`src/rtl/pim_pkg.sv`:
```
package pim_pkg;

    localparam int WORD_W          = 32;
    localparam int FIELD_W         = 4;
    localparam int FIELDS_PER_WORD = WORD_W / FIELD_W;

    typedef enum logic [0:0] {
        PORT_IDLE = 1'b0,
        PORT_RESP = 1'b1
    } port_state_e;

    // Reset value of assignment word k: every selector equals min(k, nlvl-1).
    function automatic logic [WORD_W-1:0] default_word(input int k, input int nlvl);
        logic [WORD_W-1:0] w;
        int f;
        f = (k < nlvl - 1) ? k : nlvl - 1;
        if (f < 0) f = 0;
        for (int j = 0; j < FIELDS_PER_WORD; j++) begin
            w[j*FIELD_W +: FIELD_W] = FIELD_W'(f);
        end
        return w;
    endfunction

endpackage

```
`src/rtl/pim_regs.sv`:
```
module pim_regs
    import pim_pkg::*;
#(
    parameter int NUM_SRC = 64,
    parameter int NUM_LVL = 7,
    parameter int ADDR_W  = 5
) (
    input  logic                       clk,
    input  logic                       rst_n,
    input  logic [NUM_SRC-1:0]         irq_i,
    input  logic                       wr_en_i,
    input  logic                       rd_en_i,
    input  logic [ADDR_W-1:0]          addr_i,
    input  logic [WORD_W-1:0]          wdata_i,
    output logic [NUM_SRC-1:0]         mask_o,
    output logic [NUM_SRC-1:0]         wake_en_o,
    output logic [NUM_SRC*FIELD_W-1:0] asg_o,
    output logic [WORD_W-1:0]          rdata_o,
    output logic                       rvalid_o
);

    localparam int NBANK      = NUM_SRC / WORD_W;
    localparam int NASG       = NUM_SRC / FIELDS_PER_WORD;
    localparam int MASK_BASE  = 0;
    localparam int WAKE_BASE  = NBANK;
    localparam int STAT_BASE  = 2 * NBANK;
    localparam int MSTAT_BASE = 3 * NBANK;
    localparam int ASG_BASE   = 4 * NBANK;
    localparam int MAP_END    = ASG_BASE + NASG;

    logic [NUM_SRC-1:0]         mask_q;
    logic [NUM_SRC-1:0]         wake_q;
    logic [NUM_SRC*FIELD_W-1:0] asg_q;
    logic [WORD_W-1:0]          rd_mux;
    logic [WORD_W-1:0]          rdata_q;
    port_state_e                state_q, state_d;
    int                         a_int;

    always_comb a_int = int'(addr_i);

    // Stored registers: enable, wake-enable, assignment words.
    always_ff @(posedge clk or negedge rst_n) begin
        if (!rst_n) begin
            mask_q <= '0;
            wake_q <= '0;
            for (int k = 0; k < NASG; k++) begin
                asg_q[k*WORD_W +: WORD_W] <= default_word(k, NUM_LVL);
            end
        end else if (wr_en_i) begin
            for (int b = 0; b < NBANK; b++) begin
                if (a_int == MASK_BASE + b) mask_q[b*WORD_W +: WORD_W] <= wdata_i;
                if (a_int == WAKE_BASE + b) wake_q[b*WORD_W +: WORD_W] <= wdata_i;
            end
            for (int k = 0; k < NASG; k++) begin
                if (a_int == ASG_BASE + k) asg_q[k*WORD_W +: WORD_W] <= wdata_i;
            end
        end
    end

    // Read multiplexer over the word map; unmapped words read as zero.
    always_comb begin
        rd_mux = '0;
        for (int b = 0; b < NBANK; b++) begin
            if (a_int == MASK_BASE + b)  rd_mux = mask_q[b*WORD_W +: WORD_W];
            if (a_int == WAKE_BASE + b)  rd_mux = wake_q[b*WORD_W +: WORD_W];
            if (a_int == STAT_BASE + b)  rd_mux = irq_i[b*WORD_W +: WORD_W];
            if (a_int == MSTAT_BASE + b) rd_mux = irq_i[b*WORD_W +: WORD_W]
                                                  & mask_q[b*WORD_W +: WORD_W];
        end
        for (int k = 0; k < NASG; k++) begin
            if (a_int == ASG_BASE + k) rd_mux = asg_q[k*WORD_W +: WORD_W];
        end
    end

    // Port state machine: next-state logic.
    always_comb begin
        unique case (state_q)
            PORT_IDLE: state_d = rd_en_i ? PORT_RESP : PORT_IDLE;
            PORT_RESP: state_d = rd_en_i ? PORT_RESP : PORT_IDLE;
            default:   state_d = PORT_IDLE;
        endcase
    end

    // Port state machine: state register.
    always_ff @(posedge clk or negedge rst_n) begin
        if (!rst_n) state_q <= PORT_IDLE;
        else        state_q <= state_d;
    end

    // Port state machine: output data register.
    always_ff @(posedge clk or negedge rst_n) begin
        if (!rst_n)       rdata_q <= '0;
        else if (rd_en_i) rdata_q <= rd_mux;
    end

    assign rvalid_o  = (state_q == PORT_RESP);
    assign rdata_o   = rdata_q;
    assign mask_o    = mask_q;
    assign wake_en_o = wake_q;
    assign asg_o     = asg_q;

    // a read strobe is answered on the next cycle.
    a_r8_resp_follows: assert property (@(posedge clk) disable iff (!rst_n)
        rd_en_i |=> rvalid_o);
    // no response without a strobe.
    a_r8_no_spurious: assert property (@(posedge clk) disable iff (!rst_n)
        !rd_en_i |=> !rvalid_o);
    // writes to the status views leave stored state untouched.
    a_r10_status_ro: assert property (@(posedge clk) disable iff (!rst_n)
        (wr_en_i && a_int >= STAT_BASE && a_int < ASG_BASE)
        |=> ($stable(mask_q) && $stable(wake_q) && $stable(asg_q)));
    // writes outside the map leave stored state untouched.
    a_r11_unmapped_ignored: assert property (@(posedge clk) disable iff (!rst_n)
        (wr_en_i && a_int >= MAP_END)
        |=> ($stable(mask_q) && $stable(wake_q) && $stable(asg_q)));

endmodule

```
`src/rtl/pim_route.sv`:
```
module pim_route
    import pim_pkg::*;
#(
    parameter int NUM_SRC = 64,
    parameter int NUM_LVL = 7
) (
    input  logic                       clk,
    input  logic                       rst_n,
    input  logic [NUM_SRC-1:0]         irq_i,
    input  logic [NUM_SRC-1:0]         mask_i,
    input  logic [NUM_SRC-1:0]         wake_en_i,
    input  logic [NUM_SRC*FIELD_W-1:0] asg_i,
    output logic [NUM_LVL-1:0]         lvl_req_o,
    output logic                       wake_o
);

    logic [NUM_LVL-1:0][NUM_SRC-1:0] sel;
    logic [NUM_SRC-1:0]              live;
    logic [NUM_LVL-1:0]              hit;
    logic                            wake_hit;
    logic [NUM_LVL-1:0]              lvl_q;
    logic                            wake_q;

    assign live     = irq_i & mask_i;
    assign wake_hit = |(irq_i & wake_en_i);

    // One selector decode per (level, source); out-of-range values match nothing.
    for (genvar l = 0; l < NUM_LVL; l++) begin : g_lvl
        for (genvar n = 0; n < NUM_SRC; n++) begin : g_src
            assign sel[l][n] = (asg_i[n*FIELD_W +: FIELD_W] == FIELD_W'(l));
        end
        assign hit[l] = |(live & sel[l]);
    end

    always_ff @(posedge clk or negedge rst_n) begin
        if (!rst_n) begin
            lvl_q  <= '0;
            wake_q <= 1'b0;
        end else begin
            lvl_q  <= hit;
            wake_q <= wake_hit;
        end
    end

    assign lvl_req_o = lvl_q;
    assign wake_o    = wake_q;

    // with every enable bit clear no level line rises.
    a_r5_masked_silent: assert property (@(posedge clk) disable iff (!rst_n)
        (mask_i == '0) |=> (lvl_req_o == '0));
    // with no request pending no level line rises.
    a_r5_no_request: assert property (@(posedge clk) disable iff (!rst_n)
        (irq_i == '0) |=> (lvl_req_o == '0));
    // wake needs a pending wake-enabled source.
    a_r7_wake_quiet: assert property (@(posedge clk) disable iff (!rst_n)
        ((irq_i & wake_en_i) == '0) |=> !wake_o);

endmodule

```
`src/rtl/periph_irq_mapper.sv`:
```
module periph_irq_mapper
    import pim_pkg::*;
#(
    parameter int NUM_SRC = 64,
    parameter int NUM_LVL = 7,
    parameter int ADDR_W  = 5
) (
    input  logic                 clk,
    input  logic                 rst_n,
    input  logic [NUM_SRC-1:0]   irq_i,
    input  logic                 wr_en_i,
    input  logic                 rd_en_i,
    input  logic [ADDR_W-1:0]    addr_i,
    input  logic [WORD_W-1:0]    wdata_i,
    output logic [WORD_W-1:0]    rdata_o,
    output logic                 rvalid_o,
    output logic [NUM_LVL-1:0]   lvl_req_o,
    output logic                 wake_o
);

    logic [NUM_SRC-1:0]         mask;
    logic [NUM_SRC-1:0]         wake_en;
    logic [NUM_SRC*FIELD_W-1:0] asg;

    pim_regs #(
        .NUM_SRC (NUM_SRC),
        .NUM_LVL (NUM_LVL),
        .ADDR_W  (ADDR_W)
    ) u_regs (
        .clk       (clk),
        .rst_n     (rst_n),
        .irq_i     (irq_i),
        .wr_en_i   (wr_en_i),
        .rd_en_i   (rd_en_i),
        .addr_i    (addr_i),
        .wdata_i   (wdata_i),
        .mask_o    (mask),
        .wake_en_o (wake_en),
        .asg_o     (asg),
        .rdata_o   (rdata_o),
        .rvalid_o  (rvalid_o)
    );

    pim_route #(
        .NUM_SRC (NUM_SRC),
        .NUM_LVL (NUM_LVL)
    ) u_route (
        .clk       (clk),
        .rst_n     (rst_n),
        .irq_i     (irq_i),
        .mask_i    (mask),
        .wake_en_i (wake_en),
        .asg_i     (asg),
        .lvl_req_o (lvl_req_o),
        .wake_o    (wake_o)
    );

endmodule

```
`config.mk`:
```
export PLATFORM = sky130hd
export DESIGN_NAME = periph_irq_mapper
export DESIGN_NICKNAME = d
export VERILOG_FILES = /design/src/rtl/pim_pkg.sv /design/src/rtl/pim_regs.sv /design/src/rtl/pim_route.sv /design/src/rtl/periph_irq_mapper.sv
export SDC_FILE = /design/constraint.sdc
export NUM_CORES = 1
export LEC_CHECK = 0
export ABC_AREA = 1
export BUFFER_PORTS_ARGS = -buffer_cell sky130_fd_sc_hd__buf_2
export CELL_PAD_IN_SITES_DETAIL_PLACEMENT = 1
export CELL_PAD_IN_SITES_GLOBAL_PLACEMENT = 2
export CORE_MARGIN = 10
export CORE_UTILIZATION = 36
export DETAILED_ROUTE_END_ITERATION = 16
export PLACE_DENSITY = 0.95
export SLEW_MARGIN = 25
export SYNTH_ARGS = -nofsm -noshare
export SYNTH_HDL_FRONTEND = slang
export SYNTH_HIERARCHICAL = 1
export SYNTH_SLANG_ARGS = --single-unit
```
`constraint.sdc`:
```
create_clock -name clk -period 2.9 [get_ports clk]
set_clock_uncertainty 0.1 [all_clocks]
set_input_delay 0.29 -clock clk [delete_from_list [all_inputs] [get_ports clk]]
set_output_delay 0.29 -clock clk [all_outputs]
set_load 0.01 [all_outputs]
```
After elaboration in Yosys (flattened, before gate mapping)
Index checks and enable logic that the tools add are counted.
{"block": "totals", "regBits": 425, "wordCells": 528}
{"block": "op_classes", "bitwise": 11, "reduce_logical": 85, "n_eq_ne": 399, "n_mux": 17}
{"cell": "4-bit by 3-bit equality test with 1-bit output (second input constant)", "count": 192}
{"cell": "64-bit bitwise AND", "count": 9}
{"cell": "4-bit by 2-bit equality test with 1-bit output (second input constant)", "count": 128}
{"cell": "32-bit 2-to-1 mux", "count": 16}
{"cell": "64-bit OR reduction", "count": 8}
{"cell": "4-bit by 1-bit equality test with 1-bit output (second input constant)", "count": 64}
{"cell": "4-bit zero test", "count": 64}
{"cell": "32-bit bitwise AND", "count": 2}
{"cell": "5-bit equality test (second input constant)", "count": 8}
{"cell": "32-bit zero test", "count": 1}
{"cell": "2-bit AND reduction", "count": 12}
{"cell": "5-bit by 4-bit equality test with 1-bit output (second input constant)", "count": 4}
{"cell": "5-bit by 3-bit equality test with 1-bit output (second input constant)", "count": 2}
{"cell": "5-bit by 2-bit equality test with 1-bit output (second input constant)", "count": 1}
{"cell": "1-bit 2-to-1 mux", "count": 1}

Longest topological paths before layout
Gate-level depths: netlist of run 1.
{"block": "logic_depth", "ltp_word": 17, "mapped_depth": 15}

Modules after synthesis
The synthesis of run 1 kept the hierarchy.
{"mod": "pim_regs", "seq_area_each_um2": 10545.1, "cells_each": 2473, "area_per_inst_um2": 19438.6, "n_inst": 1}
{"mod": "pim_route", "seq_area_each_um2": 200.2, "cells_each": 1979, "area_per_inst_um2": 8030.2, "n_inst": 1}

Least setup slack after synthesis of run 1
OpenSTA, ideal clock, no wires.
{"block": "synth_timing", "path_type": "in2reg", "from": "input addr_i[4]", "to": "register u_regs.wake_q[36], in the netlist u_regs/wake_en_o[36]", "path_slack_ps": 1113, "path_stages": 9, "required_ps": 2667, "setup_ps": 133, "arrival_time_ps": 1553, "cell_sequence": "buf_4 -> nor2_1 -> nand2_1 -> nor2_1 -> buf_2 -> nand2_2 -> clkbuf_1 -> nand2_1 -> o21ai_0"}
{"block": "synth_between", "elab_chain_cells": 2}
{"element": "start: declaration", "line_no": "periph_irq_mapper.sv:13", "text": "input logic [ADDR_W-1:0] addr_i,"}
{"element": "5-bit by 3-bit equality test with 1-bit output", "line_no": "pim_regs.sv:52", "text": "if (a_int == WAKE_BASE + b) wake_q[b*WORD_W +: WORD_W] <= wdata_i;"}
{"element": "2-bit AND reduction (no line)"}
{"element": "end signal: indexed assignment", "line_no": "pim_regs.sv:52"}
{"element": "end: declaration", "line_no": "pim_regs.sv:32", "text": "logic [NUM_SRC-1:0] wake_q;"}
Every way passes these cells.
A chain may end at the register's enable or synchronous reset.

Worst setup path after layout of run 1
{"block": "layout_timing", "from": "register u_regs.wake_q[30], in the netlist u_regs/wake_en_o[30]", "to": "register u_route.wake_q, in the netlist u_route/wake_o"}
{"block": "layout_between", "elab_chain_cells": 2}
{"element": "64-bit bitwise AND", "line_no": "pim_route.sv:25", "text": "assign wake_hit = |(irq_i & wake_en_i);"}
{"element": "64-bit OR reduction", "line_no": "pim_route.sv:25"}
{"element": "net u_route.wake_hit", "line_no": "pim_route.sv:20", "text": "logic wake_hit;"}
{"element": "end signal: assignment", "line_no": "pim_route.sv:41", "text": "wake_q <= wake_hit;"}
{"element": "end: declaration", "line_no": "pim_route.sv:22", "text": "logic wake_q;"}
The timed path passes the listed nets, and every way through them passes these cells.

==> reports/metrics.yaml, run 1 <==
r2r_cells: 6
numCtsBuffers: 51
maxSlewViolCount: 0
synth_cell_type_count: 27
cts_root_buffer: "clkbuf_16"
stdcell_count: 5533
power_density_mw_per_mm2: 642.0
internal_power_mw: 12.49
num_io_pins: 146
vias: 29480
grt_max_degree: 113
p_switching_mw: 7.491
ys_ff_latch: 425
clkPwrFrac_pct: 34.0
synth_area_sq_mm: 0.02747
grt_usage_pct: 29.31
routed_wl_microns: 129900
tightest_slew_ns: 0.8474
die_h_microns: 296.2
finalSetupViolCount: 0
synth_nets: 4557
dieArea_sq_mm: 0.08775
overflow: 0
first_global_vias: 28820
synth_top_area_share_pct: 30.70
seqPwrFrac_pct: 43.1
min_path_type: "in -> async"
yosysWarnings: 6
ir_drop_mv: 0.4922
cts.htree.levels: 2
met3_usage_pct: 4.348
dp_hpwl_microns: 99660
seq_area_frac_synth_pct: 39.12
routedWlPerCell_microns: 23.48
status: "finished clean"
clock_sinks: 425
combPwrFrac_pct: 22.9
antenna_cells: 0
cts-resized-gates: 0
fmax_mhz: 406.7
routed_via_density: 5.327
syn_to_final_growth_pct: 13.32
cp_slowest_stage_delay_ns: 0.62
relSlewSlack_pct: 43.45
finalPower_mw: 19.99
drive_above_1_share_pct: 10.71
p_leak_nw: 15.84
final_nets: 4618
critPathCaptureType: "flop"
portBuffers: 145
fin_setup_tns_ns: 0
multi_input_area_sq_mm: 0.01372
cts_setup_buffers: 0
clk_path_buf_depth: 3
regArea_sq_mm: 0.01075
final_util_pct: 41.05
coreArea_sq_mm: 0.07582
swShare_pct: 37.48
crit_chain: "a22o_1 -> nor3_1 -> nand3_1 -> dlygate4sd3_1 -> nor2_1 -> nand2_1"
antenna_found_initial: 1
rsz0062_at_grt: "false"
synth_top_cell_by_area: "dfrtp_1"
synthTopCellsByArea: "dfrtp_1 (31%), nand2_1 (25%), dfstp_2 (8.4%), inv_1 (8.1%), o21ai_0 (7.5%)"
top_usage_layer: "met2"
grt_util_met1_pct: 38.82
r2r_slack_ns: 0.44
drtIter0Drc: 2663
num_rows: 101
post-place-ws_ns: 0.2440
drc: 0
met2_usage_pct: 46.75
crit_required_ns: 3.32
clock_latency_ns: 0.64
clk_transition_reported_paths_ns: 0.06
period_share_pct: 84.79
die_w_microns: 296.2
finalWorstSetupSlack_ns: 0.4412
start_kind: "flop"
grt_pass1_wl_microns: 191000
ant_nets: 0
gp_congestion: 0.9763
finalHoldViolCount: 0
cts_tree: "built"
avgSynthCellArea_sq_um: 6.170
dp_cells: 5435
syn_inst: 4452
worstSetupPathType: "reg -> reg"
maxCapViolations: 0
fin_crit_ns: 2.459
cp.arrival_ns: 2.88
start_util_pct: 36.23
firstDrtPassIters: 5
n_fill_cell: 10110
cp_max_fo: 3
cp_slowest_cell: "nor3_1"
## worst paths after layout
| check | endpoint | startpoint |
|---|---|---|
| max in group asynchronous | u_regs/mask_o[63]$_DFFE_PN0P_ | rst_n |
| min | u_regs/asg_o[129]$_DFFE_PN0P_ | rst_n |
| max reg2reg | u_route/wake_o$_DFF_PN0_ | u_regs/wake_en_o[30]$_DFFE_PN0P_ |
| max | u_route/wake_o$_DFF_PN0_ | u_regs/wake_en_o[30]$_DFFE_PN0P_ |
| min in group clk | u_route/wake_o$_DFF_PN0_ | irq_i[8] |
| min reg2reg | u_regs/rdata_o[24]$_DFFE_PN0P_ | u_regs/rdata_o[24]$_DFFE_PN0P_ |
## power groups by stage
stage / clock network, mW / registers [mW] / logic (mW)
after global placement: 0 / 8.64 / 4.30
after detailed placement: 0 / 8.68 / 4.47
final: 6.79 / 8.62 / 4.57
after global routing: 7.15 / 8.81 / 5.12
after floorplan: 0 / 8.22 / 2.72
after CTS: 6.91 / 8.60 / 4.52
## logic make-up after synthesis
logic type / count (synthesis) / share of synthesized area, %
AND/OR/NAND/NOR: 2786 / 41.74
AO/OA/AOI/OAI: 431 / 7.976
flip-flops: 425 / 39.12
buffers and inverters: 810 / 11.17
## flip-flops by register name, indices dropped and copies added, names as in the netlist
signal	count
u_regs/asg_o	256
u_regs/mask_o	64
u_regs/wake_en_o	64
u_regs/rdata_o	32
u_route/lvl_req_o	7
u_regs/rvalid_o	1
u_route/wake_o	1
## cell usage in the layout, fill, tap and decap left out
cell / Yosys / layout
clkinv_16: 0 / 2
buf_4: 1 / 29
nor4_4: 0 / 1
buf_12: 0 / 18
clkinv_4: 0 / 1
nand3b_1: 5 / 5
clkbuf_1: 163 / 9
inv_6: 0 / 1
clkinvlp_4: 0 / 2
dfstp_2: 88 / 88
nor2_1: 542 / 537
a21oi_1: 6 / 6
bufinv_16: 0 / 4
inv_1: 593 / 593
clkinv_2: 0 / 13
nor2b_4: 2 / 2
nor3_4: 1 / 2
nand3_2: 0 / 2
o21ai_1: 2 / 2
nor3_1: 3 / 3
clkbuf_16: 0 / 51
nor2_4: 3 / 5
o21ai_0: 414 / 414
nand4_2: 2 / 2
clkinv_1: 4 / 4
buf_2: 19 / 144
buf_8: 0 / 1
nor3_2: 9 / 8
nand2_1: 1834 / 1826
nand4_1: 230 / 230
clkbuf_8: 0 / 12
nand2_2: 6 / 14
inv_2: 26 / 26
nand3_1: 91 / 89
dfrtp_1: 337 / 337
a22o_1: 9 / 9
nor2_2: 57 / 60
dlygate4sd3_1: 0 / 3
## routing by layer
metal,routed length (microns),up-vias
met3,8153,224
met5,13,-
li1,-,13800
met4,6648,2
met2,58750,901
met1,56340,14550
## worst max-delay path, delay by kind of cell (launching register included)
family / cells / cell delay (ns)
flops: 1 / 0.43
compound gates: 1 / 0.25
buf+inv: 1 / 0.61
simple gates: 4 / 0.95
## repair_timing
action,in CTS,in global routing
setup endpoints to repair,0,0
hold buffers,3,0
endpoints found under the hold margin,348,0
## cell type report
cell class	instances	area share [%]
Tap cell	978	3.931
Clock inverter	23	0.8924
Clock buffer	72	4.739
Timing Repair Buffer	195	4.317
Inverter	623	7.513
Sequential cell	425	34.52
Multi-Input combinational cell	3217	44.09
## synth_stat cells
| cell type | n |
|---|---|
| buf_1 | 4 |
| buf_4 | 1 |
| clkbuf_1 | 163 |
| dfrtp_1 | 337 |
| nand2_2 | 6 |
| nor3_4 | 1 |
| clkinv_1 | 4 |
| nand3_1 | 91 |
| nor2b_4 | 2 |
| nand4_1 | 230 |
| nor2_4 | 3 |
| nor3_2 | 9 |
| nand3b_1 | 5 |
| nor2_1 | 542 |
| nor4_2 | 1 |
| dfstp_2 | 88 |
| inv_2 | 26 |
| inv_1 | 593 |
| nor3_1 | 3 |
| buf_2 | 19 |
| nor2_2 | 57 |
| o21ai_1 | 2 |
| nand4_2 | 2 |
| nand2_1 | 1834 |
| o21ai_0 | 414 |
| a22o_1 | 9 |
| a21oi_1 | 6 |
## per-stage QoR
step	hold slack (ns)	area [sq um]
2_1_floorplan	-0.1056	27470
3_3_place_gp	0.1011	29340
3_5_place_dp	0.1006	29340
4_1_cts	0.02049	31130
5_1_grt	0.05205	31130
6_report	0.05165	31130
No activity file was read; power rests on OpenSTA's default activity.
==> run 2, diff against run 1 <==
--- a/config.mk
+++ b/config.mk
@@ -10,9 +10,9 @@
 export CELL_PAD_IN_SITES_DETAIL_PLACEMENT = 1
 export CELL_PAD_IN_SITES_GLOBAL_PLACEMENT = 2
 export CORE_MARGIN = 10
-export CORE_UTILIZATION = 36
+export CORE_UTILIZATION = 34
 export DETAILED_ROUTE_END_ITERATION = 16
-export PLACE_DENSITY = 0.95
+export PLACE_DENSITY = 0.92
 export SLEW_MARGIN = 25
 export SYNTH_ARGS = -nofsm -noshare
 export SYNTH_HDL_FRONTEND = slang
==> constraint.sdc (replaced) <==
create_clock -name clk -period 2.5 [get_ports clk]
set_clock_uncertainty 0.1 [all_clocks]
set_input_delay 0.25 -clock clk [delete_from_list [all_inputs] [get_ports clk]]
set_output_delay 0.25 -clock clk [all_outputs]
set_load 0.01 [all_outputs]
==> reports/metrics.yaml, run 2 (synthesized netlist as in run 1, its figures left out) <==
numCtsBuffers: 53  # +3.9%
grt_usage_pct: 27.35  # -2.0 points
start_util_pct: 34.21  # -2.0 points
status: "finished clean"
final_nets: 4637  # +0.41%
seqPwrFrac_pct: 42.4  # -0.7 points
syn_to_final_growth_pct: 14.85
cts_root_buffer: "clkbuf_16"
worstSetupPathType: "reg -> reg"
wl_met3_microns: 8157  # about the same
power_density_mw_per_mm2: 749.7  # +17%
multi_input_area_sq_mm: 0.01372  # unchanged
crit_required_ns: 2.91  # -0.41 ns
regArea_sq_mm: 0.01075  # unchanged
antenna_found_initial: 0  # -1
routedWlPerCell_microns: 23.26  # -0.94%
internal_power_mw: 14.86  # +19%
dieArea_sq_mm: 0.09256  # +5.5%
start_kind: "flop"
cts.htree.levels: 2  # unchanged
drc: 0  # unchanged
p_leak_nw: 16.00  # +0.99%
relSlewSlack_pct: 36.25  # -7.2 points
layout_common_cells: "nand2_1 (1826), inv_1 (593), nor2_1 (537), o21ai_0 (414), dfrtp_1 (337)"
num_rows: 104  # +3.0%
maxSlewViolCount: 0  # unchanged
final_util_pct: 39.30  # -1.8 points
fin_crit_ns: 2.383  # -0.07577 ns
p_switching_mw: 8.793  # +17%
dp_hpwl_microns: 100800  # +1.1%
firstDrtPassIters: 5  # unchanged
clk_transition_reported_paths_ns: 0.06  # about the same
drive_above_1_share_pct: 11.01  # +0.30 points
n_fill_cell: 10580  # +4.7%
coreArea_sq_mm: 0.08029  # +5.9%
clock_latency_ns: 0.63  # about the same
antenna_cells: 0  # unchanged
final_common_cell: "nand2_1"
combPwrFrac_pct: 22.7  # -0.2 points
portBuffers: 145  # unchanged
finalHoldViolCount: 0  # unchanged
fmax_mhz: 419.6  # +3.2%
cts_setup_buffers: 0  # unchanged
whs_ns: 0.02377  # -0.02788 ns
cp.arrival_ns: 2.79  # -0.09 ns
routed_wl_microns: 131100  # +0.90%
overflow: 0  # unchanged
met1_length_microns: 56850  # +0.91%
vias: 29500  # +0.085%
r2r_cells: 6  # unchanged
largest_register_ffs: 256  # unchanged
clk_path_buf_depth: 3  # unchanged
num_io_pins: 146  # unchanged
maxCapViolations: 0  # unchanged
rsz0062_at_grt: "false"
critPathCaptureType: "flop"
cp_max_fo: 3  # unchanged
die_h_microns: 304.2  # +2.7%
finalSetupViolCount: 0  # unchanged
ir_drop_mv: 0.5119  # +4.0%
ant_nets: 0  # unchanged
highest_layer: "met4"
gp_congestion: 0.9593  # -1.7%
fin_setup_tns_ns: 0  # unchanged
grt_pass1_wl_microns: 192500  # +0.81%
min_path_cells: 3
routed_via_density: 5.235  # -1.7%
grt_max_degree: 101  # -11%
clkPwrFrac_pct: 34.9  # +0.9 points
die_w_microns: 304.2  # +2.7%
first_global_vias: 29000  # +0.63%
cts_tree: "built"
period_share_pct: 95.32  # +11 points
drtIter0Drc: 2307  # -13%
min_path_type: "in -> reg"
swShare_pct: 37.18  # -0.31 points
tightest_slew_ns: 0.9491  # +0.1018 ns
dr_wl_met2_microns: 59820  # +1.8%
clock_sinks: 425  # unchanged
## run 2: final timing paths
check,start,end,slack (ns)
max in group asynchronous,rst_n,u_route/lvl_req_o[4]$_DFF_PN0_,0.82
max reg2reg,u_regs/wake_en_o[30]$_DFFE_PN0P_,u_route/wake_o$_DFF_PN0_,0.12
max,u_regs/wake_en_o[30]$_DFFE_PN0P_,u_route/wake_o$_DFF_PN0_,0.12
min in group asynchronous,rst_n,u_regs/asg_o[160]$_DFFE_PN1P_,0.17
min,wdata_i[27],u_regs/wake_en_o[59]$_DFFE_PN0P_,0.02
min reg2reg,u_regs/rdata_o[27]$_DFFE_PN0P_,u_regs/rdata_o[27]$_DFFE_PN0P_,0.39
## run 2: final cells by class
class	instances	area share [%]
clock buffers	77	4.969
clock inverters	22	0.8447
inverters	623	7.412
multi-input cells	3217	43.50
flip-flops and latches	425	34.06
well taps	1060	4.204
repair buffers	212	5.013
## run 2: metal layers
| metal | global-route usage [%] | vias up |
|---|---|---|
| li1 | - | 13860 |
| met1 | 35.74 | 14460 |
| met2 | 44.57 | 952 |
| met3 | 3.954 | 229 |
| met4 | 11.64 | 0 |
| met5 | 0 | - |
## run 2: critical path: stages (launching register included)
cell           delay, ns
dfrtp_1             0.39
a22o_1              0.23
nor3_1              0.62
nand3_1             0.14
dlygate4sd3_1       0.60
nor2_1              0.10
nand2_1             0.06
## run 2: power by group through the flow
| stage | Sequential, mW | Combinational [mW] | Clock [mW] |
|---|---|---|---|
| final | 10.0 | 5.38 | 8.25 |
| after global placement | 10.0 | 5.05 | 0 |
| after detailed placement | 10.1 | 5.26 | 0 |
| after CTS | 10.0 | 5.32 | 8.35 |
| after global routing | 10.2 | 5.99 | 8.64 |
| after floorplan | 9.54 | 3.15 | 0 |
## run 2: metrics by stage
step                worst slack [ns]  area (sq um)  total power, mW  std cells
floorplan                     0.7532         27470            12.69       4452
global placement              0.1604         29640            15.08       5530
detailed placement           0.06139         29640            15.34       5530
CTS                           0.2227         31550            23.66       5636
global route                 0.04669         31550            24.87       5636
finish                        0.1169         31550            23.65       5636
## run 2: what timing repair did
action,in CTS,in global routing
hold buffers,7,0
resized for setup,0,0
setup endpoints to repair,0,0
hold endpoints to repair,270,0
==> run 3, diff against run 2 <==
--- a/config.mk
+++ b/config.mk
@@ -10,9 +10,11 @@
 export CELL_PAD_IN_SITES_DETAIL_PLACEMENT = 1
 export CELL_PAD_IN_SITES_GLOBAL_PLACEMENT = 2
 export CORE_MARGIN = 10
-export CORE_UTILIZATION = 34
+export CORE_UTILIZATION = 35
+export CTS_BUF_LIST = sky130_fd_sc_hd__clkbuf_4
 export DETAILED_ROUTE_END_ITERATION = 16
-export PLACE_DENSITY = 0.92
+export PLACE_DENSITY = 0.94
+export SKIP_LAST_GASP = 1
 export SLEW_MARGIN = 25
 export SYNTH_ARGS = -nofsm -noshare
 export SYNTH_HDL_FRONTEND = slang
==> reports/metrics.yaml, run 3 (synthesized netlist as in run 1, its figures left out) <==
r2r_cells: 11  # +5
finalSetupViolCount: 2  # +2
dp_hpwl_microns: 100200  # -0.58%
dieArea_sq_mm: 0.09009  # -2.7%
fmax_mhz: 394.9  # -5.9%
die_h_microns: 300.1  # -1.3%
clock_latency_ns: 0.99  # +0.36 ns
maxCapViolations: 0  # unchanged
start_util_pct: 35.40  # +1.2 points
clk_path_buf_depth: 3  # unchanged
syn_to_final_growth_pct: 18.17
grt_pass1_wl_microns: 196200  # +1.9%
drive_above_1_share_pct: 13.60  # +2.6 points
die_w_microns: 300.1  # -1.3%
rsz0062_at_grt: "true"
cts_tree: "built"
met2_usage_pct: 45.87  # +1.3 points
cp_max_fo: 4  # +1
num_rows: 102  # -1.9%
clock_sinks: 425  # unchanged
routedWlPerCell_microns: 22.61  # -2.8%
routed_wl_microns: 132600  # +1.1%
finalHoldViolCount: 0  # unchanged
final_nets: 4819  # +3.9%
num_io_pins: 146  # unchanged
clk_transition_reported_paths_ns: 0.06  # about the same
coreArea_sq_mm: 0.07759  # -3.4%
stdcell_count: 5863  # +4.0%
first_global_vias: 30560  # +5.4%
vias: 30920  # +4.8%
drc: 0  # unchanged
fin_crit_ns: 2.532  # +0.1492 ns
firstDrtPassIters: 8  # +3
tightest_slew_ns: 0.8892  # -0.05991 ns
largest_register_ffs: 256  # unchanged
grt_util_met1_pct: 37.74  # +2.0 points
dp_cells: 5523  # -0.13%
layout_common_cells: "nand2_1 (1826), inv_1 (593), nor2_1 (535), o21ai_0 (414), dfrtp_1 (336)"
top_usage_layer: "met2"
whs_ns: 0.06122  # +0.03744 ns
cp.arrival_ns: 3.28  # +0.49 ns
final_util_pct: 41.83  # +2.5 points
critPathLaunch: "u_regs/mask_o[24]$_DFFE_PN0P_"
cts_setup_buffers: 0  # unchanged
r2r-end: "u_regs/rdata_o[24]$_DFFE_PN0P_"
r2r_start: "u_regs/mask_o[24]$_DFFE_PN0P_"
crit_required_ns: 3.25  # +0.34 ns
worstSetupEndpoint: "u_regs/rdata_o[24]$_DFFE_PN0P_"
grt_usage_pct: 29.02  # +1.7 points
ir_drop_mv: 0.4016  # -22%
status: "complete, but fails checks"
finalWorstSetupSlack_ns: -0.03231  # -0.1492 ns
p_leak_nw: 16.61  # +3.8%
power_density_mw_per_mm2: 712.6  # -5.0%
r2r_slack_ns: -0.03  # -0.15 ns
portBuffers: 145  # unchanged
antenna_found_initial: 6  # +6
start_kind: "flop"
ant_nets: 0  # unchanged
relSlewSlack_pct: 40.27  # +4.0 points
numCtsBuffers: 132  # +150%
n_fill_cell: 10590  # +0.057%
gp_congestion: 0.9700  # +1.1%
min_path_type: "in -> reg"
cts.htree.levels: 4  # +2
routed_via_density: 5.274  # +0.75%
finalPower_mw: 23.13  # -2.2%
maxSlewViolCount: 0  # unchanged
grt_max_degree: 99  # -2.0%
period_share_pct: 101.3  # +6.0 points
cts_root_buffer: "clkbuf_4"
final_common_cell: "nand2_1"
met3_usage_pct: 5.045  # +1.1 points
overflow: 0  # unchanged
drtIter0Drc: 2715  # +18%
critPathCaptureType: "flop"
worstSetupPathType: "reg -> reg"
violations: "setup timing"
-- run 3: cell count changes in the layout (fill, tap and decap cells not counted), moves of 4 or more --
cell           previous run  this run
dlygate4sd3_1             7        96
clkbuf_4                  0       210
clkinv_2                 13         0
inv_2                    26        30
diode_2                   0         8
clkbuf_16                54         0
clkbuf_8                 13         0
clkbuf_1                 10         0
clkinv_1                  4        16
buf_4                    34        50
-- run 3: stage by stage --
step,setup slack (ns),setup TNS (ns),area [sq um]
2_1_floorplan,0.7532,0,27470
3_3_place_gp,0.1546,0,29680
3_5_place_dp,0.09802,0,29680
4_1_cts,0.09448,0,32360
5_1_grt,-0.01892,-0.01892,32460
6_report,-0.03231,-0.05947,32460
-- run 3: power by group --
part / internal (mW) / leakage [nW] / switching, mW
Clock: 4.10 / 1.05 / 3.45
Combinational: 1.76 / 10.3 / 3.78
Sequential: 8.36 / 5.29 / 1.67
Total: 14.2 / 16.6 / 8.90
-- run 3: cell type report --
cell class | count | area [sq um] | area share (%)
Clock buffer | 210 | 1577 | 4.857
Antenna cell | 8 | 20.02 | 0.06167
Tap cell | 1040 | 1301 | 4.009
Clock inverter | 25 | 197.7 | 0.6090
Sequential cell | 425 | 10750 | 33.11
Inverter | 623 | 2338 | 7.204
Timing Repair Buffer | 315 | 2552 | 7.863
Multi-Input combinational cell | 3217 | 13730 | 42.29
-- run 3: worst min path at each step --
stage / endpoint / slack, ns / start / depth (start not counted)
after floorplan: u_regs/asg_o[0]$_DFFE_PN0P_ / -0.15 / rst_n / 0
after global placement: u_regs/asg_o[41]$_DFFE_PN0P_ / 0.18 / rst_n / 1
after detailed placement: u_regs/asg_o[41]$_DFFE_PN0P_ / 0.17 / rst_n / 1
after CTS: u_regs/rdata_o[26]$_DFFE_PN0P_ / 0.001 / irq_i[26] / 11
after global routing: u_regs/asg_o[229]$_DFFE_PN1P_ / 0.04 / rst_n / 2
final: u_regs/rdata_o[21]$_DFFE_PN0P_ / 0.06 / irq_i[21] / 11
-- run 3: per-layer routing --
layer	vias to the layer above	share of wire (%)
met3	276	7.1
met4	2	5.3
met1	15140	43
li1	14300	-
met2	1203	45
met5	-	0.0098
-- run 3: what timing repair did --
item	CTS	global route
gates resized for setup	0	3
endpoints found under the hold margin	844	1
hold buffers	90	8
setup endpoints to repair	0	2
-- run 3: worst max-delay path: stages (launching register included) --
cell and delay (ns):
dfrtp_1 0.42, nand4_1 0.12, nand3_1 0.09, nor2_1 0.16, nand4_1 0.09, dlygate4sd3_1 0.57, nor2_1 0.18, nand4_1 0.16
nor2_1 0.27, nand4_1 0.13, nand2_1 0.08, nand2_1 0.05
